===== src/rtl/stim_seq_pkg.sv =====
package stim_seq_pkg;

  localparam int N_TIMES = 5;
  localparam int N_AMPS  = 4;

  typedef enum logic [2:0] {
    PH_A0   = 3'd0,
    PH_A1   = 3'd1,
    PH_A2   = 3'd2,
    PH_A3   = 3'd3,
    PH_REST = 3'd4
  } phase_t;

  typedef struct packed {
    logic   shift;
    logic   shiftBit;
    logic   commit;
    logic   arbLatch;
    phase_t phase;
  } seq_strobes_t;

endpackage


===== src/rtl/stim_seq_sync.sv =====
module stim_seq_sync #(
  parameter int STAGES = 2
) (
  input  logic clk,
  input  logic rstN,
  input  logic d,
  output logic q
);
  generate
    if (STAGES > 1) begin : g_multi
      logic [STAGES-1:0] pipe;
      always_ff @(posedge clk or negedge rstN) begin
        if (!rstN) pipe <= '0;
        else       pipe <= {pipe[STAGES-2:0], d};
      end
      assign q = pipe[STAGES-1];
    end else begin : g_single
      logic pipe;
      always_ff @(posedge clk or negedge rstN) begin
        if (!rstN) pipe <= 1'b0;
        else       pipe <= d;
      end
      assign q = pipe;
    end
  endgenerate
endmodule


===== src/rtl/stim_seq_ctrl.sv =====
module stim_seq_ctrl
  import stim_seq_pkg::*;
#(
  parameter int TIME_W      = 9,
  parameter int TICK_DIV    = 4,
  parameter int ARB_TICKS   = 5,
  parameter int SYNC_STAGES = 2
) (
  input  logic              clk,
  input  logic              rstN,
  input  logic              serClk,
  input  logic              serData,
  input  logic              storeStb,
  input  logic [TIME_W-1:0] selTime,
  output seq_strobes_t      strb
);
  localparam int PRE_W = (TICK_DIV > 1) ? $clog2(TICK_DIV) : 1;
  localparam int ARB_W = (ARB_TICKS > 1) ? $clog2(ARB_TICKS) : 1;
  localparam int N_SYNC = 3;

  // synchronize the slow serial port into the system clock
  logic [N_SYNC-1:0] rawIn;
  logic [N_SYNC-1:0] syncIn;
  assign rawIn = {serClk, serData, storeStb};

  generate
    for (genvar s = 0; s < N_SYNC; s++) begin : g_sync
      stim_seq_sync #(.STAGES(SYNC_STAGES)) sync_i (
        .clk (clk),
        .rstN(rstN),
        .d   (rawIn[s]),
        .q   (syncIn[s])
      );
    end
  endgenerate

  logic sClk, sDat, sStb;
  assign sClk = syncIn[2];
  assign sDat = syncIn[1];
  assign sStb = syncIn[0];

  logic prevClk, prevStb;
  always_ff @(posedge clk or negedge rstN) begin
    if (!rstN) begin
      prevClk <= 1'b0;
      prevStb <= 1'b0;
    end else begin
      prevClk <= sClk;
      prevStb <= sStb;
    end
  end

  logic shiftEdge, storeEdge;
  assign shiftEdge = sClk & ~prevClk;
  assign storeEdge = sStb & ~prevStb;

  // tick prescaler
  logic tick;
  generate
    if (TICK_DIV > 1) begin : g_pre
      logic [PRE_W-1:0] preCnt;
      always_ff @(posedge clk or negedge rstN) begin
        if (!rstN)                              preCnt <= '0;
        else if (preCnt == PRE_W'(TICK_DIV-1)) preCnt <= '0;
        else                                    preCnt <= preCnt + 1'b1;
      end
      assign tick = (preCnt == PRE_W'(TICK_DIV-1));
    end else begin : g_nopre
      assign tick = 1'b1;
    end
  endgenerate

  // phase engine: one counter, one comparator against the muxed instant
  logic [TIME_W-1:0] cnt;
  phase_t            phaseQ;
  logic              hit, wrap, pending, commitNow;

  assign hit       = tick && (cnt == selTime);
  assign wrap      = hit && (phaseQ == PH_REST);
  assign commitNow = wrap && pending;

  always_ff @(posedge clk or negedge rstN) begin
    if (!rstN) begin
      cnt    <= '0;
      phaseQ <= PH_A0;
    end else if (tick) begin
      if (wrap) begin
        cnt    <= '0;
        phaseQ <= PH_A0;
      end else begin
        cnt <= cnt + 1'b1;
        if (hit) phaseQ <= phase_t'(phaseQ + 3'd1);
      end
    end
  end

  always_ff @(posedge clk or negedge rstN) begin
    if (!rstN) pending <= 1'b0;
    else       pending <= storeEdge | (pending & ~commitNow);
  end

  // arbitrary-mode sampling interval
  logic [ARB_W-1:0] arbCnt;
  logic             arbNow;
  assign arbNow = tick && (arbCnt == ARB_W'(ARB_TICKS-1));

  always_ff @(posedge clk or negedge rstN) begin
    if (!rstN)       arbCnt <= '0;
    else if (arbNow) arbCnt <= '0;
    else if (tick)   arbCnt <= arbCnt + 1'b1;
  end

  always_comb begin
    strb.shift    = shiftEdge;
    strb.shiftBit = sDat;
    strb.commit   = commitNow;
    strb.arbLatch = arbNow;
    strb.phase    = phaseQ;
  end
endmodule


===== src/rtl/stim_seq_dp.sv =====
module stim_seq_dp
  import stim_seq_pkg::*;
#(
  parameter int TIME_W   = 9,
  parameter int AMP_W    = 9,
  parameter int DEF_STEP = 16
) (
  input  logic              clk,
  input  logic              rstN,
  input  seq_strobes_t      strb,
  input  logic              modeArb,
  input  logic [AMP_W-1:0]  extAmp,
  output logic [TIME_W-1:0] selTime,
  output logic [AMP_W-1:0]  dacCode
);
  localparam int AMP_BITS = N_AMPS * AMP_W;
  localparam int FRAME_W  = N_TIMES * TIME_W + AMP_BITS;

  // shadow frame, MSB first
  logic [FRAME_W-1:0] shadow;
  always_ff @(posedge clk or negedge rstN) begin
    if (!rstN)           shadow <= '0;
    else if (strb.shift) shadow <= {shadow[FRAME_W-2:0], strb.shiftBit};
  end

  // active register bank
  logic [TIME_W-1:0] timeReg [N_TIMES];
  logic [AMP_W-1:0]  ampReg  [N_AMPS];

  generate
    for (genvar i = 0; i < N_TIMES; i++) begin : g_time
      always_ff @(posedge clk or negedge rstN) begin
        if (!rstN)            timeReg[i] <= TIME_W'(DEF_STEP * (i + 1) - 1);
        else if (strb.commit) timeReg[i] <= shadow[FRAME_W-1-i*TIME_W -: TIME_W];
      end
    end
    for (genvar j = 0; j < N_AMPS; j++) begin : g_amp
      always_ff @(posedge clk or negedge rstN) begin
        if (!rstN)            ampReg[j] <= '0;
        else if (strb.commit) ampReg[j] <= shadow[AMP_BITS-1-j*AMP_W -: AMP_W];
      end
    end
  endgenerate

  // read multiplexers
  logic [AMP_W-1:0] ampSel;
  always_comb begin
    case (strb.phase)
      PH_A0:   begin selTime = timeReg[0]; ampSel = ampReg[0]; end
      PH_A1:   begin selTime = timeReg[1]; ampSel = ampReg[1]; end
      PH_A2:   begin selTime = timeReg[2]; ampSel = ampReg[2]; end
      PH_A3:   begin selTime = timeReg[3]; ampSel = ampReg[3]; end
      default: begin selTime = timeReg[4]; ampSel = ampReg[0]; end
    endcase
  end

  // arbitrary-mode sample register
  logic [AMP_W-1:0] arbReg;
  always_ff @(posedge clk or negedge rstN) begin
    if (!rstN)              arbReg <= '0;
    else if (strb.arbLatch) arbReg <= extAmp;
  end

  assign dacCode = modeArb ? arbReg : ampSel;
endmodule


===== src/rtl/stim_seq.sv =====
module stim_seq
  import stim_seq_pkg::*;
#(
  parameter int TIME_W      = 9,
  parameter int AMP_W       = 9,
  parameter int TICK_DIV    = 4,
  parameter int ARB_TICKS   = 5,
  parameter int SYNC_STAGES = 2,
  parameter int DEF_STEP    = 16
) (
  input  logic             clk,
  input  logic             rstN,
  input  logic             serData,
  input  logic             serClk,
  input  logic             storeStb,
  input  logic             modeArb,
  input  logic [AMP_W-1:0] extAmp,
  output logic [AMP_W-1:0] dacCode,
  output logic             restFlag
);
  seq_strobes_t      ctlStb;
  logic [TIME_W-1:0] selTime;

  stim_seq_ctrl #(
    .TIME_W     (TIME_W),
    .TICK_DIV   (TICK_DIV),
    .ARB_TICKS  (ARB_TICKS),
    .SYNC_STAGES(SYNC_STAGES)
  ) ctrl_i (
    .clk     (clk),
    .rstN    (rstN),
    .serClk  (serClk),
    .serData (serData),
    .storeStb(storeStb),
    .selTime (selTime),
    .strb    (ctlStb)
  );

  stim_seq_dp #(
    .TIME_W  (TIME_W),
    .AMP_W   (AMP_W),
    .DEF_STEP(DEF_STEP)
  ) dp_i (
    .clk    (clk),
    .rstN   (rstN),
    .strb   (ctlStb),
    .modeArb(modeArb),
    .extAmp (extAmp),
    .selTime(selTime),
    .dacCode(dacCode)
  );

  assign restFlag = (ctlStb.phase == PH_REST) && !modeArb;
endmodule


===== config.mk =====
export PLATFORM = sky130hd
export DESIGN_NAME = stim_seq
export DESIGN_NICKNAME = d
export VERILOG_FILES = /design/src/rtl/stim_seq_pkg.sv /design/src/rtl/stim_seq_sync.sv /design/src/rtl/stim_seq_ctrl.sv /design/src/rtl/stim_seq_dp.sv /design/src/rtl/stim_seq.sv
export SDC_FILE = /design/constraint.sdc
export NUM_CORES = 1
export LEC_CHECK = 0
export CELL_PAD_IN_SITES_DETAIL_PLACEMENT = 2
export CELL_PAD_IN_SITES_GLOBAL_PLACEMENT = 2
export CORE_MARGIN = 10
export CORE_UTILIZATION = 25
export CTS_BUF_LIST = sky130_fd_sc_hd__clkbuf_4 sky130_fd_sc_hd__clkbuf_8 sky130_fd_sc_hd__clkbuf_16
export CTS_CLUSTER_SIZE = 12
export DETAILED_ROUTE_END_ITERATION = 6
export PLACE_DENSITY_LB_ADDON = 0.1
export SLEW_MARGIN = 25
export SYNTH_ARGS = -nofsm -noshare
export SYNTH_HDL_FRONTEND = slang
export SYNTH_SLANG_ARGS = --single-unit
export TNS_END_PERCENT = 30

===== constraint.sdc =====
create_clock -name clk -period 6.5 [get_ports clk]
set_clock_uncertainty 0.15 [all_clocks]
set_input_delay 1.95 -clock clk [delete_from_list [all_inputs] [get_ports clk]]
set_output_delay 1.95 -clock clk [all_outputs]
set_load 0.02 [all_outputs]

==> results of run 1 <==
==> cell families (layout without fill, tap and decap cells) <==
| group | count (synthesis) | in the layout | synth area share (%) |
|---|---|---|---|
| muxes | 181 | 181 | 24.58 |
| and+or+nand+nor | 59 | 59 | 3.804 |
| buffers and inverters | 51 | 87 | 3.092 |
| DFF | 197 | 197 | 60.09 |
| AOI/OAI and AO/OA | 67 | 67 | 5.365 |
| xor gates and xnor gates | 16 | 16 | 1.697 |
| adders and majority gates | 9 | 9 | 1.364 |
==> cells in the mapped netlist, types with 2 or more instances <==
| cell type | number |
|---|---|
| a211oi_1 | 10 |
| a21oi_1 | 13 |
| a22oi_1 | 17 |
| buf_1 | 3 |
| buf_2 | 3 |
| buf_6 | 8 |
| clkbuf_1 | 15 |
| dfrtp_1 | 172 |
| dfstp_2 | 25 |
| ha_1 | 9 |
| inv_1 | 22 |
| mux2_1 | 21 |
| mux2_2 | 153 |
| mux2i_1 | 7 |
| nand2_1 | 24 |
| nand3_1 | 5 |
| nand4_1 | 2 |
| nor2_1 | 16 |
| nor2b_1 | 2 |
| nor4_2 | 2 |
| o21ai_0 | 14 |
| o221ai_1 | 6 |
| xnor2_1 | 4 |
| xor2_1 | 12 |
==> layer usage <==
metal,global-route usage [%],vias to the layer above,wire length [µm]
li1,-,2102,-
met1,13.74,2490,9621
met2,16.47,24,9850
met3,2.153,14,341
met4,4.107,0,258
met5,0,-,0
==> final timing paths <==
path / start / endpoint / slack [ns] / cells past startpoint
max in group asynchronous: rstN / dp_i.timeReg[3] / 3.64 / 3
min reg2reg: ctrl_i.g_sync[0].sync_i.g_multi.pipe[0] / ctrl_i.g_sync[0].sync_i.g_multi.pipe[1] / 0.21 / 0
min in group asynchronous: rstN / ctrl_i.arbCnt[2] / 1.24 / 1
max reg2reg: ctrl_i.phaseQ[0] / dp_i.ampReg[6] / 2.27 / 10
max: modeArb / dacCode[0] / 0.63 / 4
min: ctrl_i.g_sync[0].sync_i.g_multi.pipe[0] / ctrl_i.g_sync[0].sync_i.g_multi.pipe[1] / 0.21 / 0
==> power by group through the flow <==
stage	Clock, µW	Combinational (µW)	Sequential, µW
2_1_floorplan	0	68.4	1320
3_3_place_gp	0	119	1330
3_5_place_dp	0	124	1340
4_1_cts	1220	125	1310
5_1_grt	1270	136	1320
6_report	1170	122	1310
==> sequential cells by signal, indices dropped and copies added (netlist names) <==
signal and count:
dp_i.shadow 81, dp_i.timeReg 45, dp_i.ampReg 36, ctrl_i.cnt 9
dp_i.arbReg 9, ctrl_i.g_sync.sync_i.g_multi.pipe 6, ctrl_i.arbCnt 3, ctrl_i.phaseQ 3
ctrl_i.g_pre.preCnt 2, ctrl_i.pending 1, ctrl_i.prevClk 1, ctrl_i.prevStb 1
==> worst max-delay path, stage by stage <==
cell and delay (ns):
clkdlybuf4s50_1 0.87, a211oi_1 0.13, a21oi_1 0.17, clkdlybuf4s50_1 0.65
==> through the flow <==
stage / cells / total power, µW / hold slack (ns) / util (%)
floorplan: 580 / 1387 / 0.1812 / -
global placement: 1025 / 1453 / 0.1866 / 27.54
detailed placement: 1025 / 1460 / 0.1918 / 27.54
CTS: 1057 / 2656 / 0.2081 / 29.52
global route: 1058 / 2728 / 0.2218 / 29.60
finish: 1058 / 2601 / 0.2064 / 29.60
==> placed cells by master, fill, tap and decap left out, types with 7 or more instances in the layout <==
| cell type | Yosys | routed |
|---|---|---|
| nand2_1 | 24 | 24 |
| mux2i_1 | 7 | 7 |
| buf_4 | 0 | 7 |
| a211oi_1 | 10 | 10 |
| o21ai_0 | 14 | 14 |
| clkdlybuf4s50_1 | 0 | 23 |
| dfrtp_1 | 172 | 172 |
| a21oi_1 | 13 | 13 |
| ha_1 | 9 | 9 |
| inv_1 | 22 | 22 |
| mux2_2 | 153 | 153 |
| nor2_1 | 16 | 16 |
| clkbuf_16 | 0 | 17 |
| dfstp_2 | 25 | 25 |
| mux2_1 | 21 | 21 |
| a22oi_1 | 17 | 17 |
| xor2_1 | 12 | 12 |
==> final cells by class <==
type                       instances  area, µm²
fill                            3417      22900
sequential                       197       4961
multi-input combinational        332       3047
tap                              442      553.0
clock buffer                      22      475.5
timing repair buffer              33      344.1
clock inverter                    10      168.9
inverter                          22      82.58
==> impl_summary.log, run 1 <==
INFO  metric num_rows = 66
INFO  metric globalplace.congestion = 0.7300
INFO  metric outcome = completed
INFO  metric number_of_warnings_reported_in_the_yosys_synthesis_log = 0
INFO  metric grt_antenna_before_repair = 0
INFO  metric syn_area_per_cell = 14.23 µm²
INFO  metric htree_num_levels = 4
INFO  metric postLayoutSetupSlackWorst = 0.6302 ns
INFO  metric async_flop_share = 100.0%
INFO  metric drt_first_pass_iters = 4
INFO  metric vias_in_the_first_global_route = 5,326
INFO  metric ir_worst_vdd = 196.2 µV
INFO  metric post-cts-setup-buffer-count = 0
INFO  metric max_cap_viol_count = 0
INFO  metric stdcell_area = around 9600 µm²
INFO  metric numPortBuffers = 24
INFO  metric cellLeakagePower = between 0.004 and 0.005 µW
INFO  metric clk_pin_slew = approximately 0.07 ns
INFO  metric post-route-period-util = between 90% and 100%
INFO  metric worst_slew_pin_slew = 0.9536 ns
INFO  metric placed_cell_area = 8960 µm²
INFO  metric synth_area_leader_cell = dfrtp_1
INFO  metric via_per_instance_ratio = 4.376
INFO  metric initial_core_util = roughly 25%
INFO  metric fp.coreArea = 32,540 µm²
INFO  metric cts.path.max_buffers = 2
INFO  metric synth-seq-cells = 197
INFO  metric syn_area = 8255 µm²
INFO  metric totalNegativeSetupSlack = 0 ns
INFO  metric gr-total-overflow = 0
INFO  metric fmax = ~170 MHz
INFO  metric fp.dieW = just over 200 µm
INFO  metric grt.total_usage = 10.45%
INFO  metric cts.sink_count = about 200
INFO  metric clockPowerShare = 44.9%
INFO  metric drt.antenna.violating_nets = 0
INFO  metric post_route_wl = 20,070 µm
INFO  metric postSynthCellCount = 580
INFO  metric synth_ff_type = dfrtp_1
INFO  metric drtIter0Drc = 149
INFO  metric p_switching = 581.8 µW
INFO  metric seqPwrFrac = 50.4%
INFO  metric cell_int_power = 2019 µW
INFO  metric synth-seq-area-share = 60.09%
INFO  metric die_h = 201.7 µm
INFO  metric maximum_number_of_pins_on_one_net_before_global_route_repair = around 110
INFO  metric yosys-top-cells-area = dfrtp_1 (52%), mux2_2 (21%), dfstp_2 (8.0%), mux2_1 (2.9%), a22oi_1 (1.5%)
INFO  metric cts_inserted_buffers = 17
INFO  metric netlist-cell-type-count = 39
INFO  metric num_vias = ~4,600
INFO  metric synth_edf_count = 0
INFO  metric max-slew-margin-rel = 36.43%
INFO  metric post_cts.resized_instances = 0
INFO  metric dp_slack = between 0.6 and 0.7 ns
INFO  metric worst_setup_path_end_kind = output pin
INFO  metric setup_viol = 0
INFO  metric areaGrowthSynthToFinish = 16.67%
INFO  metric detail_route.wl_per_cell = between 15 and 20 µm
INFO  metric switching_share = between 20 and 25%
INFO  metric synth.net_count = 604
INFO  metric startpoint_type = input pin
INFO  metric insertedDiodeCount = 0
INFO  metric hpwlAfterDp = approximately 13,000 µm
INFO  metric yosys.area.top_type_share = a little over half
INFO  metric gate_power_share = 4.7%
INFO  metric worstPathArrival = 3.77 ns
INFO  metric ios = 25
INFO  metric num-nets-final = 627
INFO  metric setup.worst_path.class = input pin to output pin
INFO  metric crit_fanout = 19
INFO  metric clock_tree_from_tritoncts = done
INFO  metric fin_hold_viols = 0
INFO  metric clkLatencyLatePin = 0.45 ns
INFO  metric clock-root-buffer = clkbuf_16
INFO  metric grt_setup_unrepaired = false
INFO  metric power_density = between 200 and 300 nW/µm²
INFO  metric drc = 0
INFO  metric ctsHoldBuffers = 0
INFO  metric drive_above_1_share = 36.85%
INFO  metric min-delay-path-class = flop to flop
INFO  metric die_area = about 40,000 µm²
INFO  metric drv_slew = 0
INFO  metric timing.final.crit_period = 5.870 ns
INFO  metric grt_first_pass_wirelength = around 33,000 µm
INFO  metric worst-endpoint-required = around 4.4 ns
Note: power is estimated with default switching activity, not from simulation.
==> run 2, diff against run 1 <==
--- a/config.mk
+++ b/config.mk
@@ -12,6 +12,7 @@
 export CTS_BUF_LIST = sky130_fd_sc_hd__clkbuf_4 sky130_fd_sc_hd__clkbuf_8 sky130_fd_sc_hd__clkbuf_16
 export CTS_CLUSTER_SIZE = 12
 export DETAILED_ROUTE_END_ITERATION = 6
+export MAX_ROUTING_LAYER = met4
 export PLACE_DENSITY_LB_ADDON = 0.1
 export SLEW_MARGIN = 25
 export SYNTH_ARGS = -nofsm -noshare
==> run 2 against run 1 <==
Against the previous run:
- design area did not move
- first-iteration DRC count grew 4.7%
- combinational power barely moved
- critical path depth stayed put
- clock power barely moved
- global-route usage increased by 0.33 points
- sequential share of layout area stayed put
- sequential cell count unchanged
- clock-buffer cell count stayed put
- critical path type unchanged
==> impl_summary.log, run 2 (synthesized netlist as in run 1, its figures left out) <==
INFO  metric outcome = completed
INFO  metric switching_share = about 22%
INFO  metric num-nets-final = approximately 630
INFO  metric grt.total_usage = 10.78%
INFO  metric die_h = 201.7 µm
INFO  metric fmax = 170.3 MHz
INFO  metric ff_latch_area = 4961 µm²
INFO  metric htree_num_levels = 4
INFO  metric num-fill-cells = 3,417
INFO  metric worst_setup_path_end_kind = output pin
INFO  metric cell_int_power = 2019 µW
INFO  metric whs_endpoint = ctrl_i.g_sync[0].sync_i.g_multi.pipe[1]
INFO  metric cellLeakagePower = 0.004412 µW
INFO  metric met3_length = 428 µm
INFO  metric clk_pin_slew = ~0.070 ns
INFO  metric gate_power_share = 4.7%
INFO  metric initial_core_util = 25.37%
INFO  metric num_rows = 66
INFO  metric p_switching = ~580 µW
INFO  metric clkLatencyLatePin = 0.45 ns
INFO  metric power_density = 269.6 nW/µm²
INFO  metric cts_inserted_buffers = 17
INFO  metric register_ranked_first_by_flip_flop_count = dp_i.shadow
INFO  metric clockPowerShare = between 40% and 50%
INFO  metric cts.path.max_buffers = 2
INFO  metric vias_in_the_first_global_route = 5,304
INFO  metric detail_route.wl_per_cell = around 19 µm
INFO  metric fin_hold_viols = 0
INFO  metric detailroute.wirelength.met2 = 9879 µm
INFO  metric met1Wirelength = 9482 µm
INFO  metric max_cap_viol_count = 0
INFO  metric hpwlAfterDp = 13,260 µm
INFO  metric largestRegisters = dp_i.shadow: 81 flops, dp_i.timeReg: 45 flops, dp_i.ampReg: 36 flops
INFO  metric post-cts-setup-buffer-count = 0
INFO  metric timing.final.crit_period = a little under 6 ns
INFO  metric timing.critical_path.cells = clkdlybuf4s50_1 > a211oi_1 > a21oi_1 > clkdlybuf4s50_1
INFO  metric drt.antenna.violating_nets = 0
INFO  metric hold_path.startpoint = ctrl_i.g_sync[0].sync_i.g_multi.pipe[0]
INFO  metric totalNegativeSetupSlack = 0 ns
INFO  metric crit_path_top_delay_cell = clkdlybuf4s50_1
INFO  metric setup_viol = 0
INFO  metric clock-root-buffer = clkbuf_16
INFO  metric fp.coreArea = 32,540 µm²
INFO  metric grt_first_pass_wirelength = 32,880 µm
INFO  metric grt_antenna_before_repair = 0
INFO  metric crit_fanout = 19
INFO  metric areaGrowthSynthToFinish = 16.67%
INFO  metric worst-endpoint-required = 4.40 ns
INFO  metric setup.worst_path.class = input pin to output pin
INFO  metric dp_slack = 0.6293 ns
INFO  metric layout_common_cells = dfrtp_1 (172), mux2_2 (153), dfstp_2 (25), nand2_1 (24), clkdlybuf4s50_1 (23)
INFO  metric worst_slew_pin_slew = 0.9618 ns
INFO  metric drive_above_1_share = approximately 37%
INFO  metric worst_path_largest_cell_delay = 0.87 ns
INFO  metric numPortBuffers = 24
INFO  metric num_vias = 4,622
INFO  metric die_area = 40,690 µm²
INFO  metric cts.sink_count = approximately 200
INFO  metric ctsHoldBuffers = 0
INFO  metric max-slew-margin-rel = a little over a third
INFO  metric drv_slew = 0
INFO  metric r2r_slack = between 2 and 2.5 ns
INFO  metric post_route_wl = 20,040 µm
INFO  metric drtIter0Drc = around 160
INFO  metric worst_reg_to_reg_path_cell_count = 10
INFO  metric ios = 25
INFO  metric ir_worst_vdd = 197.3 µV
INFO  metric critical-path-top-cell-by-count = clkdlybuf4s50_1
INFO  metric gr-total-overflow = 0
INFO  metric highest_routing_layer_actually_used = met4
INFO  metric timing.critical_path.buf_inv = 2
INFO  metric mostFrequentLayoutCell = dfrtp_1
INFO  metric startpoint_type = input pin
INFO  metric post_cts.resized_instances = 0
INFO  metric seqPwrFrac = 50.5%
INFO  metric via_per_instance_ratio = 4.369
INFO  metric hold_depth = 0
INFO  metric worstReg2RegEnd = dp_i.ampReg[6]
INFO  metric rr_startpoint = ctrl_i.phaseQ[0]
INFO  metric insertedDiodeCount = 0
INFO  metric postLayoutSetupSlackWorst = 0.6267 ns
INFO  metric drt_first_pass_iters = 4
INFO  metric crit_start = modeArb
INFO  metric post-route-period-util = 90.36%
INFO  metric clock_tree_from_tritoncts = done
INFO  metric grt_setup_unrepaired = false
INFO  metric drc = 0
INFO  metric globalplace.congestion = 0.7383
INFO  metric maximum_number_of_pins_on_one_net_before_global_route_repair = about 110
INFO  metric min-delay-path-class = flop to flop
INFO  metric fp.dieW = 201.7 µm
INFO  metric largest_reg_flops = 81
INFO  metric worstPathArrival = 3.77 ns
INFO  metric multiInputGateArea = between 3000 and 4000 µm²
INFO  metric cpLargestDelayFamily = buffers and inverters
[run 2: cell counts in the layout (fill, tap and decap cells not counted)]
Identical to the previous run, type by type.
[run 2: layout make-up]
| class | instances | area share, % |
|---|---|---|
| flip-flops and latches | 197 | 51.51 |
| multi-input cells | 332 | 31.63 |
| well taps | 442 | 5.742 |
| clock buffers | 22 | 4.936 |
| repair buffers | 33 | 3.572 |
| clock inverters | 10 | 1.754 |
| inverters | 22 | 0.8574 |
[run 2: power groups by stage]
stage	sequential [µW]	combinational [µW]	clock, µW
floorplan	1320	68.4	0
CTS	1310	125	1220
finish	1310	122	1170
global route	1320	136	1280
global placement	1330	119	0
detailed placement	1340	124	0
[run 2: how the worst max path moves through the flow]
stage                     slack [ns]         end  depth (start not counted)
after floorplan                 1.68  dacCode[7]                          3
after global placement          0.76  dacCode[8]                          4
after detailed placement        0.63  dacCode[0]                          4
after CTS                       0.63  dacCode[0]                          4
after global routing            0.51  dacCode[0]                          4
final                           0.63  dacCode[0]                          4
[run 2: worst register-to-register path: cells and delay by family (launching register included)]
| kind | cells | cell delay [ns] |
|---|---|---|
| buffers and inverters | 1 | 0.44 |
| adders and majority gates | 2 | 0.97 |
| DFF | 1 | 0.42 |
| xor gates and xnor gates | 1 | 0.19 |
| and+or+nand+nor | 4 | 1.16 |
| muxes | 2 | 0.77 |
[run 2: layer usage]
| metal | GRT usage, % | up-vias |
|---|---|---|
| met5 | - | - |
| met4 | 3.463 | 0 |
| met3 | 2.635 | 16 |
| met2 | 16.42 | 20 |
| met1 | 13.81 | 2482 |
| li1 | - | 2104 |
[run 2: per-stage QoR]
| stage | power [µW] | std cells | hold slack, ns | area (µm²) | utilization (%) |
|---|---|---|---|---|---|
| 2_1_floorplan | 1387 | 580 | 0.1812 | 8255 | - |
| 3_3_place_gp | 1453 | 1025 | 0.1866 | 8960 | 27.54 |
| 3_5_place_dp | 1460 | 1025 | 0.1918 | 8960 | 27.54 |
| 4_1_cts | 2656 | 1057 | 0.2081 | 9604 | 29.52 |
| 5_1_grt | 2732 | 1058 | 0.2218 | 9632 | 29.60 |
| 6_report | 2597 | 1058 | 0.2064 | 9632 | 29.60 |
==> run 3, diff against run 2 <==
--- a/config.mk
+++ b/config.mk
@@ -14,6 +14,7 @@
 export DETAILED_ROUTE_END_ITERATION = 6
 export MAX_ROUTING_LAYER = met4
 export PLACE_DENSITY_LB_ADDON = 0.1
+export SKIP_CTS_REPAIR_TIMING = 1
 export SLEW_MARGIN = 25
 export SYNTH_ARGS = -nofsm -noshare
 export SYNTH_HDL_FRONTEND = slang
==> results of run 3 <==
The final DEF is identical to that of run 2; final timing and power are the same.
